$ cat src/rtl/afm_pkg.sv
package afm_pkg;
  localparam int unsigned AFF_W    = 8;
  localparam int unsigned LVL_N    = 4;
  localparam int unsigned WORD_W   = 64;
  localparam int unsigned LVL_W    = $clog2(LVL_N);
  localparam int unsigned ELEM_BIT = 31;
  localparam int unsigned UNI_BIT  = 30;
  localparam int unsigned MT_BIT   = 24;
  localparam logic [AFF_W-1:0] WHOLE_MARK = {1'b1, {(AFF_W-1){1'b0}}};

  // least significant bit of affinity byte i inside the 64-bit word
  function automatic int unsigned aff_lsb(input int unsigned i);
    return (i == LVL_N - 1) ? 32 : AFF_W * i;
  endfunction

  typedef struct packed {
    logic             match;
    logic             unconf;
    logic             rsvd;
    logic             subset;
    logic [LVL_W-1:0] level;
  } verdict_t;
endpackage

$ cat src/rtl/afm_byte_cmp.sv
module afm_byte_cmp #(
  parameter int unsigned W = 8
) (
  input  logic [W-1:0] d_byte,
  input  logic [W-1:0] id_byte,
  output logic         full_eq,
  output logic         pref_eq
);
  logic [W-1:0] keep_mask;

  // bits at and below the lowest set bit are dropped from the compare
  always_comb begin
    keep_mask = ~(d_byte ^ (d_byte - W'(1)));
    full_eq   = (d_byte == id_byte);
    pref_eq   = (((d_byte ^ id_byte) & keep_mask) == '0);
  end
endmodule

$ cat src/rtl/afm_mode_decode.sv
module afm_mode_decode
  import afm_pkg::*;
(
  input  logic [WORD_W-1:0] desc,
  output logic [LVL_N-1:0]  need_full,
  output logic [LVL_N-1:0]  need_pref,
  output logic              check_um,
  output logic [LVL_W-1:0]  level,
  output logic              subset,
  output logic              unconf,
  output logic              rsvd
);
  logic [AFF_W-1:0] aff [LVL_N];
  logic [LVL_N-2:0] nz;
  logic [LVL_W-1:0] sel;
  logic             sel_whole;
  logic             bad_bits;

  for (genvar g = 0; g < LVL_N; g++) begin : g_split
    assign aff[g] = desc[aff_lsb(g) +: AFF_W];
  end
  for (genvar g = 0; g < LVL_N - 1; g++) begin : g_nz
    assign nz[g] = |aff[g];
  end

  assign bad_bits = (|desc[WORD_W-1:40]) | (|desc[29:25]);

  always_comb begin
    sel = '0;
    for (int j = LVL_N - 2; j >= 0; j--) begin
      if (nz[j]) sel = LVL_W'(j);
    end
    sel_whole = (aff[sel] == WHOLE_MARK);
  end

  always_comb begin
    need_full = '0;
    need_pref = '0;
    check_um  = 1'b0;
    level     = '0;
    subset    = 1'b0;
    unconf    = 1'b0;
    rsvd      = 1'b0;
    if (desc == '0) begin
      unconf = 1'b1;
    end else if (bad_bits) begin
      rsvd = 1'b1;
    end else if (desc[ELEM_BIT]) begin
      need_full = '1;
      check_um  = 1'b1;
    end else if (nz == '0) begin
      rsvd = 1'b1;
    end else begin
      for (int i = 0; i < LVL_N; i++) begin
        need_full[i] = (i > int'(sel));
      end
      if (sel_whole) begin
        level = sel + LVL_W'(1);
      end else begin
        level          = sel;
        subset         = 1'b1;
        need_pref[sel] = 1'b1;
      end
    end
  end
endmodule

$ cat src/rtl/affinity_group_match.sv
module affinity_group_match
  import afm_pkg::*;
(
  input  logic              clk,
  input  logic              rst,
  input  logic              in_valid,
  input  logic [WORD_W-1:0] desc_i,
  input  logic [WORD_W-1:0] pe_id_i,
  output logic              out_valid,
  output logic              match_o,
  output logic [LVL_W-1:0]  level_o,
  output logic              subset_o,
  output logic              unconfigured_o,
  output logic              reserved_o
);
  logic [LVL_N-1:0] full_eq, pref_eq, need_full, need_pref;
  logic             check_um, subset_c, unconf_c, rsvd_c, um_ok, hit_c;
  logic [LVL_W-1:0] level_c;
  verdict_t         res_q;

  for (genvar g = 0; g < LVL_N; g++) begin : g_cmp
    afm_byte_cmp #(.W(AFF_W)) u_cmp (
      .d_byte  (desc_i[aff_lsb(g) +: AFF_W]),
      .id_byte (pe_id_i[aff_lsb(g) +: AFF_W]),
      .full_eq (full_eq[g]),
      .pref_eq (pref_eq[g])
    );
  end

  afm_mode_decode u_dec (
    .desc      (desc_i),
    .need_full (need_full),
    .need_pref (need_pref),
    .check_um  (check_um),
    .level     (level_c),
    .subset    (subset_c),
    .unconf    (unconf_c),
    .rsvd      (rsvd_c)
  );

  assign um_ok = !check_um ||
                 (desc_i[UNI_BIT] == pe_id_i[UNI_BIT] && desc_i[MT_BIT] == pe_id_i[MT_BIT]);
  assign hit_c = !unconf_c && !rsvd_c && um_ok &&
                 (&(~need_full | full_eq)) && (&(~need_pref | pref_eq));

  always_ff @(posedge clk) begin
    if (rst) begin
      out_valid <= 1'b0;
      res_q     <= '0;
    end else begin
      out_valid <= in_valid;
      if (in_valid) begin
        res_q.match  <= hit_c;
        res_q.unconf <= unconf_c;
        res_q.rsvd   <= rsvd_c;
        res_q.subset <= subset_c;
        res_q.level  <= level_c;
      end
    end
  end

  assign match_o        = res_q.match;
  assign level_o        = res_q.level;
  assign subset_o       = res_q.subset;
  assign unconfigured_o = res_q.unconf;
  assign reserved_o     = res_q.rsvd;
endmodule

$ cat config.mk
export PLATFORM = sky130hd
export DESIGN_NAME = affinity_group_match
export DESIGN_NICKNAME = d
export VERILOG_FILES = /design/src/rtl/afm_pkg.sv /design/src/rtl/afm_byte_cmp.sv /design/src/rtl/afm_mode_decode.sv /design/src/rtl/affinity_group_match.sv
export SDC_FILE = /design/constraint.sdc
export NUM_CORES = 1
export LEC_CHECK = 0
export ABC_CLOCK_PERIOD_IN_PS = 6200
export BUFFER_PORTS_ARGS = -buffer_cell sky130_fd_sc_hd__buf_2
export CAP_MARGIN = 10
export CORE_MARGIN = 4
export CORE_UTILIZATION = 30
export DETAILED_ROUTE_END_ITERATION = 10
export PLACE_DENSITY_LB_ADDON = 0.08
export SLEW_MARGIN = 10
export SYNTH_ARGS = -nofsm -noshare
export SYNTH_HDL_FRONTEND = slang
export SYNTH_SLANG_ARGS = --single-unit
$ cat constraint.sdc
create_clock -name clk -period 6.2 [get_ports clk]
set_input_delay 0.62 -clock clk [delete_from_list [all_inputs] [get_ports clk]]
set_output_delay 0.62 -clock clk [all_outputs]
set_load 0.005 [all_outputs]
==> results of run 1 <==
==> cell families after synthesis <==
kind of cell               Yosys count
and+or+nand+nor                     86
AOI/OAI and AO/OA                   42
xor gates and xnor gates            33
buffers and inverters               11
adders and majority gates            7
DFF                                  7
muxes                                2
==> power by group through the flow <==
| stage | registers, mW | clock network, mW | logic, mW |
|---|---|---|---|
| 2_1_floorplan | 0.0472 | 0 | 0.0447 |
| 3_3_place_gp | 0.0470 | 0 | 0.0983 |
| 3_5_place_dp | 0.0471 | 0 | 0.0984 |
| 4_1_cts | 0.0463 | 0.0656 | 0.0991 |
| 5_1_grt | 0.0464 | 0.0670 | 0.111 |
| 6_report | 0.0463 | 0.0626 | 0.0987 |
==> path summary, 6_finish.rpt <==
path | slack (ns) | to | cells after the start | from
worst min register to register | 0.47 | level_o[0] | 2 | level_o[0]
worst max-delay path | 3.55 | match_o | 9 | desc_i[17]
worst max register to register | 5.00 | match_o | 3 | match_o
worst min-delay path | 0.47 | level_o[0] | 2 | level_o[0]
==> synthesized netlist by cell type, types with 2 or more instances <==
| cell type | instances |
|---|---|
| nand4_1 | 6 |
| mux2i_1 | 2 |
| nand3b_1 | 3 |
| xnor2_1 | 10 |
| ha_1 | 7 |
| nor4_1 | 12 |
| nand3_1 | 5 |
| o2111ai_1 | 2 |
| nor2b_1 | 5 |
| o211ai_1 | 2 |
| xor2_1 | 23 |
| o21ai_0 | 6 |
| nand2b_1 | 6 |
| a2bb2oi_1 | 2 |
| nor3_1 | 10 |
| nor4b_1 | 3 |
| nor2_1 | 15 |
| inv_1 | 10 |
| a22oi_1 | 3 |
| dfxtp_1 | 7 |
| nor3b_1 | 3 |
| nand2_1 | 5 |
| a21oi_1 | 12 |
| o2bb2ai_1 | 3 |
==> state kept, by name (all words and copies together) (netlist names) <==
| register | cells |
|---|---|
| unconfigured_o | 1 |
| reserved_o | 1 |
| level_o | 2 |
| out_valid | 1 |
| match_o | 1 |
| subset_o | 1 |
==> critical path, stage by stage <==
cell and delay, ns:
buf_2 0.14, inv_1 0.06, ha_1 0.19, or4b_4 0.48
or4_4 0.45, or3_4 0.41, o311ai_0 0.12, nand3_1 0.15
a22oi_1 0.16
==> per-stage QoR <==
stage | cell area, µm² | util, % | total power, mW | setup slack (ns)
after floorplan | 1400 | - | 0.0919 | 3.64
after global placement | 1990 | 44.8 | 0.145 | 3.35
after detailed placement | 1990 | 44.8 | 0.145 | 3.33
after CTS | 2040 | 45.9 | 0.211 | 3.55
after global routing | 2040 | 45.9 | 0.224 | 3.37
final | 2040 | 45.9 | 0.208 | 3.55
==> layer usage <==
| layer | vias up | GRT usage (%) | part of all wire (%) |
|---|---|---|---|
| met4 | 0 | 3.80 | 0.32 |
| li1 | 937 | - | - |
| met5 | - | 0 | 0 |
| met1 | 781 | 20.4 | 46 |
| met2 | 51 | 26.4 | 49 |
| met3 | 2 | 2.25 | 5.4 |
==> cell type report <==
cell class	count	area share, %
clock buffer	4	2.21
multi-input combinational	170	59.6
tap	52	3.19
inverter	10	1.84
timing repair buffer	107	26.3
sequential	7	6.88
==> metrics.md, run 1 <==
| Metric | Value |
|---|---|
| Initial core utilization | between 30% and 40% |
| Area of the multi-input gates | approximately 1200 µm² |
| Post-route DRC | 0 |
| Pins Over Slew Limit | 0 |
| Avg WL per Cell | between 10 and 15 µm |
| NetSw | a little under 0.07 mW |
| Crit share post-route | between 40% and 50% |
| Die area | 5810 µm² |
| Die width | 76.3 µm |
| Ant. Diodes | 0 |
| Final ANT Viol Nets | 0 |
| Final hold violation count | 0 |
| Post-synth top area share | 14.4% |
| First-pass GRT wire length | ~7800 µm |
| Setup Buffers After CTS | 0 |
| Non-Filler Instances | 350 |
| Multiplexer share of the synthesized area | roughly 1.4% |
| Initial DRC count | 35 |
| CP startpoint kind | primary input |
| Pin count of the biggest net entering global routing | 12 |
| Asr flop ratio synth | 0% |
| Avg Vias per Cell | roughly 5.1 |
| Sequential area share after synthesis | 10.0% |
| Area growth syn-to-layout | 45.8% |
| Main combinational cell family by area after synthesis | simple AND/OR/NAND/NOR gates |
| Number of global-route vias before repair | 1800 |
| CTS buffer count | 3 |
| Die height | around 76 µm |
| WP data arrival | around 2.8 ns |
| Syn Area/Cell | about 7.4 µm² |
| RSZ-0062 raised after global routing | false |
| Clock net sink count | 7 |
| Worst Path Max Fanout | 7 |
| TritonCTS clock tree | yes |
| Synth Area in Adders | between 6 and 7% |
| Ranking of synthesized cells by area | xor2_1, dfxtp_1, ha_1 |
| Share of layout cells above drive strength 1 | 39.9% |
| Simple-Gate Fraction of Synth Area | 37.5% |
| XOR/XNOR share of the synthesized area | 20.7% |
| Initial antenna violation count | 0 |
| Max Cap Viol | 0 |
| Prevailing post-synth register cell | dfxtp_1 |
| Synth Instances | about 190 |
| I/O Buffers | 107 |
| Global Route Usage Sum | 15.5% |
| Slew Limit Headroom | about half |
| Core area | 4440 µm² |
| Reg clk slew, reported paths | 0.04 ns |
| Compound-gate portion of the synthesized area | between 20% and 30% |
| Power share of the sequential group | 22.3% |
| GR Overflow Total | 0 |
| CP Capture Type | flip-flop |
| # placed instances | 346 |
| # H-tree levels | 1 |
| Max frequency | 378 MHz |
| Row cnt | 24 |
| Switching Fraction | 32.5% |
| Yosys warnings | 0 |
| Vias | 1771 |
| Max rail drop VDD | 0.0573 mV |
| Clock share of power | about 30% |
| Pre-antenna DRT Iters | 4 |
| Pwr dens | 102 nW/µm² |
| Dpl hpwl | ~4100 µm |
| Leakage | 0.915 nW |
| Routability congestion estimate | around 0.8 |
| Largest area contributor in the netlist | xor2_1 |
| Clk buf depth | 2 |
| Gates resized, CTS repair | 0 |
| Internal | 0.140 mW |
| Worst hold slack | 0.466 ns |
| Clock latency on the worst-skew pair | approximately 0.22 ns |
| Critical path type | in2reg |
| Post-synth EDFFs | 0 |
| Register bit count reported by yosys | 7 |
| Final net count | between 400 and 500 |
| Final Critical Period | around 2.6 ns |
| Total routed wirelength | ~4700 µm |
| Critical Path RT | about 6.3 ns |
| Worst hold path class | reg2reg |
| Most common cell after layout, fill and taps aside | buf_2 |
| CTS root buf | clkbuf_8 |
| Fillers | 480 |
| Status | finished, final reports clean |
| Worst-margin pin slew | between 0.7 and 0.8 ns |
| FF+latch area | 140 µm² |
| Comb pwr share | 47.5% |
| Sum Neg Setup Slack | 0 ns |
| Cts-stage hold buffer count | 0 |
| Most frequent cells in the layout | buf_2, xor2_1, nor2_1, nor4_1, a21oi_1 |
| Post-Syn Area | roughly 1400 µm² |
| I/O pin count | between 100 and 150 |
| Count of different cell masters after synthesis | 50 |
| Setup Skew | 0 ns |
| Post-synth net total | around 330 |
| Setup-failing EPs final | 0 |
Note: power is estimated with default switching activity, not from simulation.
==> run 2, diff against run 1 <==
- ABC_CLOCK_PERIOD_IN_PS: 6200 -> 2500
- clock period: 6.2 -> 2.5 ns (I/O delays scaled with it)
==> run 2 against run 1 <==
Net effect:
- final area is 2.2% higher
- flip-flop and latch count stayed put
- register-to-register slack worse by 3.7 ns
- count of clock-buffer cells in the layout stayed put
- critical path depth stayed put
- sequential power is 150% higher
- largest cell class unchanged
- highest routed layer is now met3
==> metrics.md, run 2 (synthesized netlist as in run 1, its figures left out) <==
| Metric | Value |
|---|---|
| Slowest cell on crit path | or4b_4 (unchanged) |
| Slew Limit Headroom | 64.2% (was 50.0%) |
| Share of layout cells above drive strength 1 | 41.1% (was 39.9%) |
| Final net count | 443 (was 437) |
| Final hold violation count | 0 (unchanged) |
| CTS root buf | clkbuf_8 (unchanged) |
| Worst-margin pin slew | 0.532 ns (was 0.731 ns) |
| Avg WL per Cell | 13.2 µm (was 13.3 µm) |
| Setup Skew | 0 ns (unchanged) |
| Total routed wirelength | 4680 µm (was 4670 µm) |
| Max Cap Viol | 0 (unchanged) |
| Routability congestion estimate | 0.839 (was 0.810) |
| I/O pin count | 138 (unchanged) |
| CP startpoint kind | primary input (unchanged) |
| Crit share post-route | 87.7% |
| Worst path top cell family by delay | simple AND/OR/NAND/NOR gates (unchanged) |
| Initial core utilization | 31.4% (unchanged) |
| FF+latch area | 140 µm² (unchanged) |
| Setup-failing EPs final | 0 (unchanged) |
| Leakage | 0.946 nW (was 0.915 nW) |
| CP Capture Type | flip-flop (unchanged) |
| Max rail drop VDD | 0.175 mV (was 0.0573 mV) |
| Max frequency | around 460 MHz |
| Final Critical Period | around 2.2 ns |
| Cts-stage hold buffer count | 0 (unchanged) |
| First-pass GRT wire length | 7330 µm (was 7800 µm) |
| Worst Path Max Fanout | 4 (was 7) |
| Most frequent cells in the layout | buf_2, xor2_1, nor2_1, nor4_1, a21oi_1 (unchanged) |
| Setup Buffers After CTS | 0 (unchanged) |
| Pwr dens | 251 nW/µm² (was 102 nW/µm²) |
| GR Overflow Total | 0 (unchanged) |
| Critical-path cell list | buf_2 > inv_1 > ha_1 > or4b_4 > or4_4 > or3_4 > o311ai_0 > nand3_1 > a22oi_1 (unchanged) |
| Number of global-route vias before repair | 1696 (was 1800) |
| Avg Vias per Cell | 5.03 (was 5.06) |
| Sum Neg Setup Slack | 0 ns (unchanged) |
| Status | finished, final reports clean (unchanged) |
| Reg clk slew, reported paths | 0.04 ns (about the same) |
| CTS buffer count | 3 (unchanged) |
| Core area | 4440 µm² (unchanged) |
| Pins Over Slew Limit | 0 (unchanged) |
| Fin area | 2080 µm² (was 2040 µm²) |
| Final ANT Viol Nets | 0 (unchanged) |
| Post-route DRC | 0 (unchanged) |
| I/O Buffers | 107 (unchanged) |
| TritonCTS clock tree | yes (unchanged) |
| Fillers | 490 (was 480) |
| Worst hold path class | in2reg (was reg2reg) |
| Total power | 0.523 mW (was 0.208 mW) |
| Pre-antenna DRT Iters | 4 (unchanged) |
| Worst path bufs/invs | 2 (unchanged) |
| Clk buf depth | 2 (unchanged) |
| Critical Path RT | 2.64 ns (was 6.34 ns) |
| Area growth syn-to-layout | 49.1% (was 45.8%) |
| # H-tree levels | 1 (unchanged) |
| RSZ-0062 raised after global routing | false (unchanged) |
| Critical path type | in2reg (unchanged) |
| WP data arrival | 2.33 ns (was 2.79 ns) |
| Die height | 76.3 µm (unchanged) |
| Clock latency on the worst-skew pair | 0.23 ns (was 0.22 ns) |
| Most common cell after layout, fill and taps aside | buf_2 (unchanged) |
| Pin count of the biggest net entering global routing | 12 (unchanged) |
| Max reg flops | 2 (unchanged) |
| Ant. Diodes | 0 (unchanged) |
| Area of the multi-input gates | 1210 µm² (unchanged) |
| Vias | 1789 (was 1771) |
| Initial antenna violation count | 0 (unchanged) |
| Clock net sink count | 7 (unchanged) |
| Die area | 5810 µm² (unchanged) |
| DP Area | 2040 µm² (was 1990 µm²) |
| Die width | 76.3 µm (unchanged) |
| Critical path's largest stage delay | 0.47 ns (was 0.48 ns) |
| Row cnt | 24 (unchanged) |
| Initial DRC count | 46 (was 35) |
| Gates resized, CTS repair | 0 (unchanged) |
| Dpl hpwl | 4130 µm (was 4120 µm) |
| Global Route Usage Sum | 14.7% (was 15.5%) |
[run 2: worst reg2reg max path, cell delays in order, from the launching register on]
cell and delay [ns]:
dfxtp_1 0.33, or3b_2 0.46, and3b_1 0.19, a22oi_1 0.17
[run 2: report_power, final]
part / switching [mW] / internal [mW] / leakage (nW)
Sequential: 0.000584 / 0.114 / 0.0570
Clock: 0.0479 / 0.110 / 0.0228
Combinational: 0.122 / 0.128 / 0.866
[run 2: through the flow]
stage               std cells  hold WS [ns]  worst slack (ns)  utilization, %
global placement          352         0.453             0.106            45.9
detailed placement        352         0.458            0.0854            45.9
floorplan                 188         0.319             0.307               -
global route              356         0.285             0.164            46.9
finish                    356         0.273             0.309            46.9
CTS                       356         0.274             0.305            46.9
[run 2: area by class of cell]
cell class                      instances  share of cell area (%)
Inverter                               10                    1.80
Clock buffer                            4                    2.16
Sequential cell                         7                    6.73
Multi-Input combinational cell        170                    58.3
Timing Repair Buffer                  113                    27.9
Tap cell                               52                    3.12
[run 2: final timing paths]
path / startpoint / to / slack (ns) / cells past startpoint
max: desc_i[17] / match_o / 0.31 / 9
min: rst / level_o[0] / 0.27 / 2
max reg2reg: match_o / match_o / 1.26 / 3
min reg2reg: level_o[0] / level_o[0] / 0.46 / 2
[run 2: per-layer routing]
layer  global-route usage [%]  routed length, µm  vias up
met5                        0                  0        -
met4                     2.72                  0        0
met3                     2.01                233        0
met2                     24.6               2250       52
met1                     20.1               2200      789
li1                         -                  -      948
==> run 3, diff against run 2 <==
- ABC_CLOCK_PERIOD_IN_PS: 2500 -> 2100
- clock period: 2.5 -> 2.1 ns (I/O delays scaled with it)
==> run 3 against run 2 <==
Net effect:
- clock power up 19%
- combinational power up 29%
- register-to-register slack worse by 0.38 ns
- largest power group unchanged
- largest cell class unchanged
- non-clock buffer count up 15
==> metrics.md, run 3 (synthesized netlist as in run 1, its figures left out) <==
| Metric | Value |
|---|---|
| Met3 track demand over resource | 3.07% (was 2.01%) |
| GR Util met2 | 25.2% (was 24.6%) |
| Setup-failing EPs final | 0 (unchanged) |
| CTS root buf | clkbuf_8 (unchanged) |
| Worst r2r dst | match_o (unchanged) |
| Clk buf depth | 2 (unchanged) |
| Core area | 4440 µm² (unchanged) |
| # H-tree levels | 1 (unchanged) |
| WP data arrival | 2.14 ns (was 2.33 ns) |
| Number of global-route vias before repair | 1799 (was 1696) |
| Leakage | 1.02 nW (was 0.946 nW) |
| Status | finished, final reports clean (unchanged) |
| Most common cell after layout, fill and taps aside | buf_2 (unchanged) |
| Hold Path Stages | 2 (unchanged) |
| Die area | 5810 µm² (unchanged) |
| Clock net sink count | 7 (unchanged) |
| # placed instances | 366 (was 352) |
| TritonCTS clock tree | yes (unchanged) |
| Max Cap Viol | 0 (unchanged) |
| Clock latency on the worst-skew pair | 0.22 ns (was 0.23 ns) |
| RSZ-0062 raised after global routing | false (unchanged) |
| Worst r2r path cells | 3 (unchanged) |
| CP Capture Type | flip-flop (unchanged) |
| Critical path type | in2reg (unchanged) |
| Avg WL per Cell | 13.3 µm (was 13.2 µm) |
| Total routed wirelength | 4920 µm (was 4680 µm) |
| Non-Filler Instances | 371 (was 356) |
| Critical Path RT | 2.20 ns (was 2.64 ns) |
| CTS buffer count | 3 (unchanged) |
| Share of layout cells above drive strength 1 | 44.8% (was 41.1%) |
| First-pass GRT wire length | 7820 µm (was 7330 µm) |
| Avg Vias per Cell | 5.04 (was 5.03) |
| Most frequent cells in the layout | buf_2, xor2_1, buf_4, nor2_1 (was buf_2, xor2_1, nor2_1, nor4_1, a21oi_1) |
| Met1 Use GR | 20.7% (was 20.1%) |
| Die height | 76.3 µm (unchanged) |
| GR Overflow Total | 0 (unchanged) |
| Reg clk slew, reported paths | 0.04 ns (about the same) |
| Sum Neg Setup Slack | 0 ns (unchanged) |
| Pin count of the biggest net entering global routing | 12 (unchanged) |
| Slew Limit Headroom | 73.2% (was 64.2%) |
| Final net count | 458 (was 443) |
| Pre-antenna DRT Iters | 4 (unchanged) |
| Post-route DRC | 0 (unchanged) |
| R2r startpoint | match_o (unchanged) |
| WHS Endpoint | level_o[1] (was level_o[0]) |
| Die width | 76.3 µm (unchanged) |
| CP startpoint kind | primary input (unchanged) |
| Final Critical Period | roughly 2.0 ns |
| Max frequency | roughly 490 MHz |
| GRT busiest layer | met2 (unchanged) |
| Worst Hold Launch | rst (unchanged) |
| Fillers | 489 (was 490) |
| Global Route Usage Sum | 15.6% (was 14.7%) |
| Worst hold slack | 0.235 ns (was 0.273 ns) |
| Ant. Diodes | 0 (unchanged) |
| Vias | 1871 (was 1789) |
| Worst-margin pin slew | 0.392 ns (was 0.532 ns) |
| Setup Skew | 0 ns (unchanged) |
| I/O pin count | 138 (unchanged) |
| I/O Buffers | 107 (unchanged) |
| Worst Path Max Fanout | 4 (unchanged) |
| Crit share post-route | 97.0% |
| Area growth syn-to-layout | 59.5% (was 49.1%) |
| Pwr dens | 290 nW/µm² (was 251 nW/µm²) |
| Final hold violation count | 0 (unchanged) |
| Pins Over Slew Limit | 0 (unchanged) |
| Max reg flops | 2 (unchanged) |
| Initial DRC count | 39 (was 46) |
| Fin util | 50.2% (was 46.9%) |
| Slack of the worst reg-to-reg path | 0.88 ns (was 1.26 ns) |
| Dpl hpwl | 4310 µm (was 4130 µm) |
| Max rail drop VDD | 0.0892 mV (was 0.175 mV) |
| Routability congestion estimate | 0.870 (was 0.839) |
| Initial antenna violation count | 0 (unchanged) |
| Row cnt | 24 (unchanged) |
| Total power | 0.647 mW (was 0.523 mW) |
| Final ANT Viol Nets | 0 (unchanged) |
| Initial core utilization | 31.4% (unchanged) |
| Worst hold path class | in2reg (unchanged) |
-- run 3: how the worst max path moves through the flow --
stage,start,endpoint,depth (start not counted)
6_report,desc_i[16],match_o,9
5_1_grt,desc_i[16],match_o,9
4_1_cts,desc_i[16],match_o,9
3_5_place_dp,desc_i[16],match_o,9
3_3_place_gp,desc_i[16],match_o,9
2_1_floorplan,desc_i[16],match_o,8
-- run 3: what timing repair did --
item / CTS / global route
setup buffers: 0 / 1
hold buffers: 0 / 0
setup endpoints to repair: 0 / 4
resized for setup: 0 / 8
-- run 3: through the flow --
stage | area, µm² | setup slack (ns)
after floorplan | 1400 | -0.0135
after global placement | 2140 | -0.177
final | 2230 | 0.0622
after detailed placement | 2140 | -0.197
after CTS | 2190 | 0.0243
after global routing | 2230 | 0.00337
-- run 3: worst max-delay path: stages --
cell and delay [ns]:
buf_6 0.09, inv_2 0.05, ha_4 0.13, or4b_4 0.46
or4_4 0.45, or3_4 0.38, o21a_1 0.18, o211ai_1 0.08
a22oi_1 0.11
-- run 3: power by group --
| group | internal, mW | switching, mW |
|---|---|---|
| sequential | 0.136 | 0.000751 |
| combinational | 0.170 | 0.153 |
| clock | 0.131 | 0.0564 |
-- run 3: final cells by class --
cell class / instances / area, µm² / share of cell area [%]
Clock buffer: 4 / 45.0 / 2.02
Multi-Input combinational cell: 170 / 1240 / 55.4
Tap cell: 52 / 65.1 / 2.92
Inverter: 10 / 37.5 / 1.68
Sequential cell: 7 / 140 / 6.29
Timing Repair Buffer: 128 / 706 / 31.6
-- run 3: layer usage --
layer  wire [µm]  up-vias
met5           0        -
met4          55        0
met3         326        6
met2        2320       63
met1        2210      822
li1            -      980
